<file path="config.mk">
export PLATFORM = sky130hd
export DESIGN_NAME = quad_pulse_conv
export DESIGN_NICKNAME = d
export VERILOG_FILES = /design/src/rtl/qpc_pkg.sv /design/src/rtl/qpc_filter.sv /design/src/rtl/qpc_decode.sv /design/src/rtl/qpc_pulse.sv /design/src/rtl/quad_pulse_conv.sv
export SDC_FILE = /design/constraint.sdc
export NUM_CORES = 1
export LEC_CHECK = 0
export BUFFER_PORTS_ARGS = -buffer_cell sky130_fd_sc_hd__buf_2
export CAP_MARGIN = 20
export CORE_UTILIZATION = 45
export DETAILED_ROUTE_END_ITERATION = 16
export PLACE_DENSITY = 0.76
export SLEW_MARGIN = 20
export SYNTH_ARGS = -nofsm -noshare
export SYNTH_HDL_FRONTEND = slang
export SYNTH_SLANG_ARGS = --single-unit
</file>
<file path="constraint.sdc">
create_clock -name clk_i -period 5.4 [get_ports clk_i]
set_input_delay 1.08 -clock clk_i [delete_from_list [all_inputs] [get_ports clk_i]]
set_output_delay 1.08 -clock clk_i [all_outputs]
set_load 0.05 [all_outputs]
</file>
<file path="src/rtl/qpc_pkg.sv">
package qpc_pkg;
  typedef enum logic [1:0] {
    RES_X1 = 2'b00,
    RES_X2 = 2'b01,
    RES_X4 = 2'b10
  } res_e;

  function automatic res_e decode_res(input logic [1:0] code);
    return code[1] ? RES_X4 : res_e'(code);
  endfunction
endpackage

</file>
<file path="src/rtl/qpc_filter.sv">
module qpc_filter #(
  parameter int CNT_W = 8
) (
  input  logic             clk_i,
  input  logic             rst_ni,
  input  logic             raw_i,
  input  logic [CNT_W-1:0] len_i,
  output logic             filt_o,
  output logic             vld_o
);
  localparam int EXT_W = CNT_W + 1;

  logic             s0_q, s1_q;
  logic [CNT_W-1:0] cnt_q;
  logic [EXT_W-1:0] nxt, lim;

  assign lim = (len_i == '0) ? EXT_W'(1) : EXT_W'(len_i);
  assign nxt = EXT_W'(cnt_q) + EXT_W'(1);

  always_ff @(posedge clk_i or negedge rst_ni) begin
    if (!rst_ni) begin
      s0_q   <= 1'b0;
      s1_q   <= 1'b0;
      cnt_q  <= '0;
      filt_o <= 1'b0;
      vld_o  <= 1'b0;
    end else begin
      s0_q <= raw_i;
      s1_q <= s0_q;
      if (vld_o && (s1_q == filt_o)) begin
        cnt_q <= '0;
      end else if (nxt >= lim) begin
        filt_o <= s1_q;
        vld_o  <= 1'b1;
        cnt_q  <= '0;
      end else begin
        cnt_q <= cnt_q + 1'b1;
      end
    end
  end
endmodule

</file>
<file path="src/rtl/qpc_decode.sv">
module qpc_decode
  import qpc_pkg::*;
(
  input  logic       clk_i,
  input  logic       rst_ni,
  input  logic       a_i,
  input  logic       b_i,
  input  logic       vld_i,
  input  logic       busy_i,
  input  logic [1:0] mode_i,
  output logic       evt_o,
  output logic       up_o,
  output logic       err_o
);
  logic pa_q, pb_q, ref_q;
  logic chg_a, chg_b, live, count_ok;

  assign chg_a = a_i ^ pa_q;
  assign chg_b = b_i ^ pb_q;
  assign live  = vld_i && ref_q && !busy_i;
  // up when A leads B
  assign up_o  = chg_a ? (a_i ^ b_i) : ~(a_i ^ b_i);

  always_comb begin
    unique case (decode_res(mode_i))
      RES_X1:  count_ok = chg_a && !b_i;
      RES_X2:  count_ok = chg_a;
      default: count_ok = 1'b1;
    endcase
  end

  assign evt_o = live && (chg_a ^ chg_b) && count_ok;

  always_ff @(posedge clk_i or negedge rst_ni) begin
    if (!rst_ni) begin
      pa_q  <= 1'b0;
      pb_q  <= 1'b0;
      ref_q <= 1'b0;
      err_o <= 1'b0;
    end else begin
      err_o <= live && chg_a && chg_b;
      if (vld_i && !busy_i) begin
        pa_q  <= a_i;
        pb_q  <= b_i;
        ref_q <= 1'b1;
      end
    end
  end
endmodule

</file>
<file path="src/rtl/qpc_pulse.sv">
module qpc_pulse #(
  parameter int PW_W = 16
) (
  input  logic            clk_i,
  input  logic            rst_ni,
  input  logic            evt_i,
  input  logic            up_i,
  input  logic [PW_W-1:0] width_i,
  input  logic            style_i,
  output logic            busy_o,
  output logic            ch0_no,
  output logic            ch1_o
);
  logic [PW_W-1:0] cnt_q, w_eff;
  logic            act_q, dir_q;

  assign w_eff = (width_i == '0) ? PW_W'(1) : width_i;

  always_ff @(posedge clk_i or negedge rst_ni) begin
    if (!rst_ni) begin
      act_q <= 1'b0;
      dir_q <= 1'b1;
      cnt_q <= '0;
    end else if (act_q) begin
      if (cnt_q == '0) act_q <= 1'b0;
      else             cnt_q <= cnt_q - 1'b1;
    end else if (evt_i) begin
      act_q <= 1'b1;
      dir_q <= up_i;
      cnt_q <= w_eff - 1'b1;
    end
  end

  assign busy_o = act_q;
  assign ch0_no = style_i ? !act_q : !(act_q && dir_q);
  assign ch1_o  = style_i ? dir_q  : !(act_q && !dir_q);
endmodule

</file>
<file path="src/rtl/quad_pulse_conv.sv">
module quad_pulse_conv #(
  parameter int FILT_W = 8,
  parameter int PW_W   = 16
) (
  input  logic              clk_i,
  input  logic              rst_ni,
  input  logic              a_i,
  input  logic              b_i,
  input  logic [1:0]        mode_i,
  input  logic              style_i,
  input  logic [FILT_W-1:0] filt_len_i,
  input  logic [PW_W-1:0]   pulse_width_i,
  output logic              ch0_no,
  output logic              ch1_o,
  output logic              err_o
);
  localparam int NPH = 2;

  logic [NPH-1:0] raw, filt, vld;
  logic           evt, up, busy;

  assign raw = {b_i, a_i};

  for (genvar i = 0; i < NPH; i++) begin : g_ph
    qpc_filter #(.CNT_W(FILT_W)) u_filt (
      .clk_i  (clk_i),
      .rst_ni (rst_ni),
      .raw_i  (raw[i]),
      .len_i  (filt_len_i),
      .filt_o (filt[i]),
      .vld_o  (vld[i])
    );
  end

  qpc_decode u_dec (
    .clk_i  (clk_i),
    .rst_ni (rst_ni),
    .a_i    (filt[0]),
    .b_i    (filt[1]),
    .vld_i  (&vld),
    .busy_i (busy),
    .mode_i (mode_i),
    .evt_o  (evt),
    .up_o   (up),
    .err_o  (err_o)
  );

  qpc_pulse #(.PW_W(PW_W)) u_pls (
    .clk_i   (clk_i),
    .rst_ni  (rst_ni),
    .evt_i   (evt),
    .up_i    (up),
    .width_i (pulse_width_i),
    .style_i (style_i),
    .busy_o  (busy),
    .ch0_no  (ch0_no),
    .ch1_o   (ch1_o)
  );
endmodule

</file>
==> results of run 1 <==
[per-stage QoR]
stage,total power [mW],util (%),instance area [µm²],std cells
detailed placement,1.06,49.2,3550,473
global placement,1.02,49.2,3550,473
global route,1.41,50.8,3660,481
floorplan,0.921,-,3340,353
finish,1.31,50.8,3660,481
CTS,1.32,50.8,3660,481
[final timing paths]
kind	endpoint	slack, ps	cells past startpoint
worst max-delay path	g_ph[0].u_filt.vld_o	2120	10
worst min-delay path	g_ph[1].u_filt.s1_q	350	0
worst max register to register	u_pls.cnt_q[12]	2460	8
worst min register to register	g_ph[1].u_filt.s1_q	350	0
max in group asynchronous	g_ph[1].u_filt.cnt_q[7]	4220	1
min in group asynchronous	u_pls.cnt_q[12]	760	1
[report_power, final]
part	internal [mW]	leakage [nW]	switching (mW)	total, mW
clock network	0.138	0.0514	0.121	0.259
logic	0.244	1.05	0.272	0.516
registers	0.426	0.564	0.111	0.537
total	0.808	1.66	0.504	1.31
[synth_stat cells, types with 3 or more instances]
library cell | instances | area (µm²)
a211oi_1 | 3 | 22.5
a21o_1 | 5 | 37.5
a21oi_1 | 28 | 140
a221oi_1 | 3 | 26.3
a31oi_1 | 4 | 25.0
buf_4 | 3 | 22.5
buf_6 | 3 | 33.8
clkbuf_1 | 5 | 18.8
dfrtp_1 | 45 | 1130
ha_1 | 19 | 238
inv_1 | 14 | 52.6
mux2_2 | 3 | 33.8
mux2i_1 | 8 | 80.1
nand2_1 | 14 | 52.6
nand2b_1 | 5 | 31.3
nand3_1 | 30 | 150
nor2_1 | 28 | 105
nor3_1 | 10 | 50.1
nor3_2 | 5 | 50.1
o2111ai_1 | 3 | 26.3
o211ai_1 | 6 | 45.0
o21a_1 | 3 | 22.5
o21ai_0 | 18 | 90.1
o22ai_1 | 8 | 50.1
or3_1 | 3 | 18.8
xnor2_1 | 14 | 123
xor2_1 | 14 | 123
[state kept, by name, indices dropped and copies added, names as in the netlist]
name and count:
u_dec.err_o 1, u_pls.busy_o 1, g_ph.u_filt.vld_o 2, g_ph.u_filt.cnt_q 16, u_dec.pa_q 1, g_ph.u_filt.filt_o 2
g_ph.u_filt.s0_q 2, u_dec.ref_q 1, g_ph.u_filt.s1_q 2, u_pls.dir_q 1, u_dec.pb_q 1, u_pls.cnt_q 16
[layer usage]
layer / global-route usage, % / part of all wire (%) / vias up
met5: 0 / 0 / -
met4: 7.33 / 0.95 / 0
li1: - / - / 1367
met3: 3.68 / 4.6 / 6
met2: 37.6 / 51 / 71
met1: 25.4 / 43 / 1369
[cell type report]
cell class	count	area, µm²
Inverter	15	61.3
Sequential cell	46	1150
Multi-Input combinational cell	279	2040
Tap cell	99	124
Clock buffer	6	72.6
Clock inverter	2	37.5
Fill cell	704	3550
Timing Repair Buffer	34	175
[layout by cell type (no fill, tap or decap), drive strengths merged, types with 5 or more instances in the layout]
cell type and instances:
ha 19, nor3 15, xnor2 15, nand2 14, nor2 31, o21ai 21
dfrtp 45, mux2i 8, o211ai 6, clkbuf 6, a211oi 5, a21o 5
a21oi 29, xor2 14, nand3 30, buf 34, inv 14, nand2b 5
o22ai 8
[cells by family after synthesis]
| logic type | count (synthesis) |
|---|---|
| AOI/OAI and AO/OA | 100 |
| buffers and inverters | 28 |
| DFF | 46 |
| and+or+nand+nor | 119 |
| adders and majority gates | 19 |
| xor gates and xnor gates | 29 |
| muxes | 12 |
==> results.md, run 1 <==
- Vias in the first global route: ~2,700
- Fraction of synthesis flops using an asynchronous set or reset pin: 100%
- Die area: 7770 µm²
- Post-synth EDFFs: 0
- Worst setup EP type: register
- WS Path Type: in -> reg
- 1st-iter DRT viols: 199
- Pleak: about 1.7 nW
- First-pass GRT wire length: 12,600 µm
- Post-CTS Setup Bufs: 0
- Core Footprint: 7210 µm²
- Root buffer cell: clkbuf_8
- Fin crit period: roughly 3300 ps
- Slew HR: just over 40%
- Post-synthesis simple-gate area fraction: 20.9%
- Worst hold slack: 354 ps
- N_diodes: 0
- Residual DRC count: 0
- Most common cell type on the critical path: a21o_1
- Worst Skew: approximately 8.2 ps
- CP Launch Point: filt_len_i[5]
- Max-Cap Viols: 0
- Slew @ Worst Pin: 892 ps
- Post-Place Worst Slack: 1830 ps
- RSZ-0062 raised after global routing: false
- Post-Route WL: 7560 µm
- Num CTS Buffers: 5
- Xor/xnor cell area share of the yosys netlist: 7.83%
- Layout cells sized above 1: between 10% and 20%
- Initial antenna violation count: 0
- Final setup fails: 0
- RR Startpoint: u_pls.busy_o
- Status: finished, final reports clean
- Primary FF master, synth: dfrtp_1
- Setup TNS Final: 0 ps
- Routed len/inst: 15.7 µm
- Port Buffers: 33
- H-Tree Level Count: 2
- Post-CTS Hold Fix Bufs: 0
- CP cell instances: buf_2 > nor4_1 > a41o_1 > ha_1 > nand2b_1 > a21o_1 > a21o_1 > a2111oi_4 > o21ai_2 > a211o_1
- Hold/Removal Path Class: reg -> reg
- Synth Register Bits: 46
- Compound-gate portion of the synthesized area: roughly a fifth
- Largest net degree at the start of global routing: 47
- CTS resizes: 0
- Mux cell area share after synthesis: 4.08%
- Cells after Synth: ~350
- Area Overhead vs Synth: 9.70%
- Gpl congestion: approximately 0.85
- Syn Nets: 403
- Starting Density: 46.3%
- CP Max Fanout: 9
- Synth Area in Adders: between 7 and 8%
- TritonCTS clock tree: yes
- DR vias/cell: 5.85
- Clock tree buffer depth: 2
- Hold Vio Cnt, Final: 0
- Slowest CP cell: a2111oi_4
- VDD IR-drop max: 0.158 mV
- Worst path top cell family by delay: compound AO/OA/AOI/OAI gates
- # rows: 31
- Congestion Overflow GR: 0
- Period utilisation layout: between 60% and 70%
- Largest stage delay on the critical path: 450 ps
- Final WS setup: 2120 ps
- Syn Area/Cell: 9.46 µm²
- Die Width: roughly 88 µm
- IO Count: 34
- Largest family of logic cells by synthesized area: compound AO/OA/AOI/OAI gates
- Tot GR Track Use: 21.1%
- Layout Nets: 431
- FMAX: between 300 and 400 MHz
- Power per cell area: 358 nW/µm²
- CP bufs+invs: 1
- Post-synthesis sequential area ratio: 34.5%
- Post-detail-place hpwl: 5590 µm
- Routed Antenna Nets: 0
- Reg clk slew, reported paths: around 80 ps
- Hold_sp: g_ph[1].u_filt.s0_q
- Unique masters post-synth: 65
- Vias: 2,813
- Clk sink count: 46
- Worst skew pair latency: 310 ps
- Yosys synthesis warning count: 0
- CP arrival: 3470 ps
- DR pass1 iterations: 4
- Cell area after synthesis: about 3300 µm²
- Critical Path RT: 5590 ps
- Die height: 88.2 µm
- Fin. max-slew vios: 0
- Critical path startpoint category: input pin
Note: power is estimated with default switching activity, not from simulation.
==> run 2, diff against run 1 <==
==> constraint.sdc (replaced) <==
create_clock -name clk_i -period 3.2 [get_ports clk_i]
set_input_delay 0.64 -clock clk_i [delete_from_list [all_inputs] [get_ports clk_i]]
set_output_delay 0.64 -clock clk_i [all_outputs]
set_load 0.05 [all_outputs]
==> results.md, run 2 (synthesis results as in run 1) <==
- Commonest non-fill, non-tap cell in the layout: dfrtp_1
- M1 wire length: 3390 µm (+4.1%)
- Clk sink count: 46 (unchanged)
- CP bufs+invs: 1 (unchanged)
- Tot GR Track Use: 20.3% (-0.78 points)
- Dpl cells: 476 (+0.63%)
- Max-Cap Viols: 0 (unchanged)
- WL met2: 3460 µm (-11%)
- Largest net degree at the start of global routing: 47 (unchanged)
- Vias in the first global route: 2,615 (-3.8%)
- Die Width: 88.2 µm (unchanged)
- Part of the power in registers: 42.5% (+1.6 points)
- RSZ-0062 raised after global routing: false
- Net Sw Frac: 39.5% (+1.0 points)
- Post-CTS Setup Bufs: 0 (unchanged)
- Post-CTS Hold Fix Bufs: 0 (unchanged)
- Clock tree buffer depth: 2 (unchanged)
- H-Tree Level Count: 2 (unchanged)
- Worst hold slack: 321 ps (-32.9 ps)
- 1st-iter DRT viols: 117 (-41%)
- Largest stage delay on the critical path: 420 ps (-30 ps)
- Die height: 88.2 µm (unchanged)
- Gate power share: 40.8% (+1.5 points)
- Non-filler instance count after layout: 484 (+0.62%)
- Largest regs: g_ph.u_filt.cnt_q: 16 flops, u_pls.cnt_q: 16 flops
- Clock power share: 16.7% (-3.1 points)
- Met3 WL: 266 µm (-23%)
- Layout cells sized above 1: 19.5% (+0.63 points)
- CP Max Fanout: 9 (unchanged)
- Slew HR: 43.4% (+2.9 points)
- Layout Nets: 434 (+0.70%)
- Routed Antenna Nets: 0 (unchanged)
- Slowest CP cell: a2111oi_4
- Worst setup EP type: register
- # rows: 31 (unchanged)
- Gpl congestion: 0.855 (+0.22%)
- Critical path startpoint category: input pin
- Top layer in use: met4
- N_diodes: 0 (unchanged)
- Root buffer cell: clkbuf_8
- CP arrival: 2930 ps (-540 ps)
- Fin. max-slew vios: 0 (unchanged)
- IO Count: 34 (unchanged)
- Critical Path RT: 3400 ps (-2190 ps)
- Starting Density: 46.3% (unchanged)
- Post-detail-place hpwl: 5200 µm (-7.0%)
- Hold/Removal Path Class: in -> async
- Num CTS Buffers: 5 (unchanged)
- Net switching power: 0.836 mW (+66%)
- Congestion Overflow GR: 0 (unchanged)
- Worst skew pair latency: 310 ps (about the same)
- VDD IR-drop max: 0.358 mV (+130%)
- Most common cell type on the critical path: a21o_1
- Setup TNS Final: 0 ps (unchanged)
- DR vias/cell: 5.77 (-1.4%)
- Fin crit period: 2740 ps
- Pleak: 1.67 nW (+0.51%)
- CTS resizes: 0 (unchanged)
- TritonCTS clock tree: yes
- CP cell instances: buf_2 > nor4_1 > a41o_1 > ha_1 > nand2b_1 > a21o_1 > a21o_1 > a2111oi_4 > o21ai_2 > a211o_1
- First-pass GRT wire length: 12,200 µm (-2.9%)
- WS Path Type: in -> reg
- Port Buffers: 33 (unchanged)
- Initial antenna violation count: 0 (unchanged)
- Period utilisation layout: a little under nine tenths
- Final setup fails: 0 (unchanged)
- Reg clk slew, reported paths: 90 ps (about the same)
- Int Power: 1.28 mW (+59%)
- Slew @ Worst Pin: 845 ps (-47.7 ps)
- Final WS setup: 463 ps (-1650 ps)
- Power per cell area: 578 nW/µm² (+62%)
- Most frequent cells in the layout: dfrtp_1 (45), buf_2 (32), nand3_1 (30), nor2_1 (28), a21oi_1 (28)
- Post-Place Worst Slack: 158 ps (-1670 ps)
- DR pass1 iterations: 4 (unchanged)
- Routed len/inst: 14.9 µm (-5.5%)
- Hold Vio Cnt, Final: 0 (unchanged)
- Post-Route WL: 7190 µm (-4.9%)
- Worst path top cell family by delay: compound AO/OA/AOI/OAI gates
- Vias: 2,792 (-0.75%)
- Area Overhead vs Synth: 9.55%
- Status: finished, final reports clean
- Residual DRC count: 0 (unchanged)
- Core Footprint: 7210 µm² (unchanged)
- Worst Skew: 4.05 ps (-4.17 ps)
- Die area: 7770 µm² (unchanged)
- FMAX: 365 MHz
-- run 2: changes by cell type in the layout (fill, tap and decap cells not counted), sizes merged --
cell      previous run  this run
buf                 34        37
clkinv               1         3
bufinv               1         0
clkinvlp             1         0
-- run 2: layout make-up --
class                           count  area, µm²
Fill cell                         695       3550
Multi-Input combinational cell    279       2040
Sequential cell                    46       1150
Timing Repair Buffer               37        198
Tap cell                           99        124
Clock buffer                        6       72.6
Inverter                           15       61.3
Clock inverter                      2       10.0
-- run 2: worst paths after layout --
check                           depth (start not counted)              endpoint               startpoint  slack, ps
worst max-delay path                                   10  g_ph[0].u_filt.vld_o            filt_len_i[5]        460
min in group clk_i                                      0   g_ph[1].u_filt.s1_q      g_ph[1].u_filt.s0_q        350
worst min-delay path                                    1       u_pls.cnt_q[14]                   rst_ni        320
worst max register to register                          7  g_ph[0].u_filt.vld_o  g_ph[0].u_filt.cnt_q[0]        750
worst min register to register                          0   g_ph[1].u_filt.s1_q      g_ph[1].u_filt.s0_q        350
max in group asynchronous                               1        u_pls.cnt_q[6]                   rst_ni       2470
-- run 2: through the flow --
step	power [mW]	instance area [µm²]	utilization (%)
6_report	2.12	3660	50.7
5_1_grt	2.28	3660	50.7
4_1_cts	2.14	3660	50.7
3_5_place_dp	1.77	3570	49.5
3_3_place_gp	1.73	3570	49.5
2_1_floorplan	1.55	3340	-
-- run 2: routing by layer --
layer	vias up	track usage (%)
met5	-	0
met4	0	4.84
met3	5	4.15
met2	56	35.8
met1	1357	25.3
li1	1374	-
-- run 2: power groups by stage --
stage               registers, mW  logic (mW)  clock network (mW)
finish                      0.901       0.863               0.353
global route                0.922       0.968               0.390
CTS                         0.898       0.869               0.370
detailed placement          0.910       0.858                   0
global placement            0.901       0.834                   0
floorplan                   0.864       0.690                   0
==> run 3, diff against run 2 <==
--- a/config.mk
+++ b/config.mk
@@ -7,9 +7,12 @@
 export LEC_CHECK = 0
 export BUFFER_PORTS_ARGS = -buffer_cell sky130_fd_sc_hd__buf_2
 export CAP_MARGIN = 20
-export CORE_UTILIZATION = 45
+export CELL_PAD_IN_SITES_DETAIL_PLACEMENT = 1
+export CELL_PAD_IN_SITES_GLOBAL_PLACEMENT = 2
+export CORE_UTILIZATION = 38
 export DETAILED_ROUTE_END_ITERATION = 16
-export PLACE_DENSITY = 0.76
+export GPL_TIMING_DRIVEN = 0
+export PLACE_DENSITY = 0.93
 export SLEW_MARGIN = 20
 export SYNTH_ARGS = -nofsm -noshare
 export SYNTH_HDL_FRONTEND = slang
==> constraint.sdc (replaced) <==
create_clock -name clk_i -period 3.2 [get_ports clk_i]
set_input_delay 0.64 -clock clk_i [delete_from_list [all_inputs] [get_ports clk_i]]
set_output_delay 0.64 -clock clk_i [all_outputs]
set_load 0.02 [all_outputs]
==> results.md, run 3 (synthesis results as in run 1) <==
- Status: finished, final reports clean
- Routed len/inst: 17.6 µm (+19%)
- Critical Path RT: 3440 ps (+40 ps)
- Int Power: 1.30 mW (+1.8%)
- TritonCTS clock tree: yes
- Part of the power in registers: 41.2% (-1.3 points)
- WS Path Type: in -> reg
- Post-Place Worst Slack: 44.8 ps (-113 ps)
- Vias: 2,907 (+4.1%)
- Tot GR Track Use: 21.0% (+0.75 points)
- Worst skew pair latency: 320 ps (about the same)
- CTS resizes: 0 (unchanged)
- Slew @ Worst Pin: 740 ps (-105 ps)
- Port Buffers: 33 (unchanged)
- Core Footprint: 8380 µm² (+16%)
- Net Sw Frac: 40.6% (+1.1 points)
- Power, Total: 2.19 mW (+3.6%)
- Net switching power: 0.890 mW (+6.4%)
- First-pass GRT wire length: 14,700 µm (+21%)
- Final instance area: 3730 µm² (+1.9%)
- Clock tree buffer depth: 2 (unchanged)
- CP Max Fanout: 6 (-3)
- Placed cell area: 3640 µm² (+1.8%)
- Gpl congestion: 0.812 (-4.9%)
- DR vias/cell: 5.84 (+1.2%)
- Num CTS Buffers: 5 (unchanged)
- Die Width: 95.8 µm (+8.6%)
- Fin. max-slew vios: 0 (unchanged)
- Commonest non-fill, non-tap cell in the layout: dfrtp_1
- Starting Density: 39.9% (-6.4 points)
- Period utilisation layout: 88.9% (+3.3 points)
- Max-Cap Viols: 0 (unchanged)
- Post-detail-place hpwl: 6670 µm (+28%)
- N_diodes: 0 (unchanged)
- 1st-iter DRT viols: 83 (-29%)
- Congestion Overflow GR: 0 (unchanged)
- Critical path startpoint category: input pin
- Area Overhead vs Synth: 11.7%
- Reg2Reg Depth: 10 (+3)
- Clk sink count: 46 (unchanged)
- FMAX: 352 MHz (-3.7%)
- Post-Route WL: 8780 µm (+22%)
- Clock power share: 17.8% (+1.1 points)
- Die area: 9170 µm² (+18%)
- Gate power share: 40.9% (about the same)
- Post-CTS Hold Fix Bufs: 0 (unchanged)
- Fin crit period: 2840 ps (+106 ps)
- CP arrival: 3090 ps (+160 ps)
- Vias in the first global route: 3,130 (+20%)
- Pleak: 1.69 nW (+1.4%)
- FF-to-FF End: u_pls.cnt_q[14]
- Worst Skew: 12.9 ps (+8.84 ps)
- Layout Nets: 442 (+1.8%)
- Worst setup EP type: register
- Hold Vio Cnt, Final: 0 (unchanged)
- H-Tree Level Count: 2 (unchanged)
- Slew HR: 50.3% (+6.9 points)
- Hold/Removal Path Class: in -> async
- RSZ-0062 raised after global routing: false
- IO Count: 34 (unchanged)
- Final setup fails: 0 (unchanged)
- Post-CTS Setup Bufs: 0 (unchanged)
- DR pass1 iterations: 4 (unchanged)
- Power per cell area: 588 nW/µm² (+1.7%)
- Largest net degree at the start of global routing: 47 (unchanged)
- Worst hold slack: 342 ps (+20.5 ps)
- # rows: 33 (+6.5%)
- Die height: 95.8 µm (+8.6%)
- Reg2Reg Setup Slack: 530 ps (-220 ps)
- Layout cells sized above 1: 20.4% (+0.88 points)
- Residual DRC count: 0 (unchanged)
- RR Startpoint: u_pls.busy_o
- Reg clk slew, reported paths: 90 ps (about the same)
- VDD IR-drop max: 0.274 mV (-23%)
- Routed Antenna Nets: 0 (unchanged)
- Setup TNS Final: 0 ps (unchanged)
- Initial antenna violation count: 0 (unchanged)
- Most frequent cells in the layout: dfrtp_1 (45), buf_2 (34), nand3_1 (30), nor2_1 (28), a21oi_1 (28)
- Final WS setup: 356 ps (-106 ps)
- Largest regs: g_ph.u_filt.cnt_q: 16 flops, u_pls.cnt_q: 16 flops
- Root buffer cell: clkbuf_8
[run 3: metrics by stage]
step / utilization [%] / std cells
detailed placement: 43.4 / 491
global route: 44.5 / 498
floorplan: - / 353
finish: 44.5 / 498
global placement: 43.4 / 491
CTS: 44.5 / 499
[run 3: area by class of cell]
class / count / area, µm²
buffer: 12 / 81.3
clock buffer: 6 / 82.6
clock inverter: 2 / 12.5
fill: 986 / 4650
inverter: 15 / 61.3
multi-input combinational: 279 / 2040
sequential: 46 / 1150
tap: 105 / 131
timing repair buffer: 33 / 168
[run 3: how the worst max path moves through the flow]
stage	cells after the start	end	from	slack, ps
3_3_place_gp	10	g_ph[0].u_filt.vld_o	filt_len_i[5]	90
3_5_place_dp	10	g_ph[0].u_filt.vld_o	filt_len_i[5]	40
5_1_grt	11	u_pls.cnt_q[8]	pulse_width_i[13]	170
2_1_floorplan	9	g_ph[0].u_filt.vld_o	filt_len_i[5]	420
4_1_cts	11	u_pls.cnt_q[14]	u_pls.busy_o	30
6_report	11	u_pls.cnt_q[8]	pulse_width_i[13]	360
[run 3: worst max-delay path, stage by stage]
cell      delay [ps]
buf_2            120
nor4_2           360
nand4_1          240
o311ai_0         390
o21ai_0          200
ha_1             310
o21ai_2          220
nor2_1           160
o211ai_1         150
o21ai_0          130
a21oi_1          160
[run 3: routing by layer]
layer | global-route usage, % | wire (µm)
met3 | 2.61 | 301
met1 | 25.7 | 3960
met2 | 37.9 | 4420
met5 | 0 | 0
met4 | 7.34 | 100
[run 3: power by group through the flow]
stage / Combinational (mW) / Sequential, mW / Clock, mW
3_5_place_dp: 0.895 / 0.913 / 0
4_1_cts: 0.906 / 0.902 / 0.401
6_report: 0.898 / 0.905 / 0.392
2_1_floorplan: 0.690 / 0.864 / 0
5_1_grt: 1.01 / 0.925 / 0.425
3_3_place_gp: 0.849 / 0.900 / 0
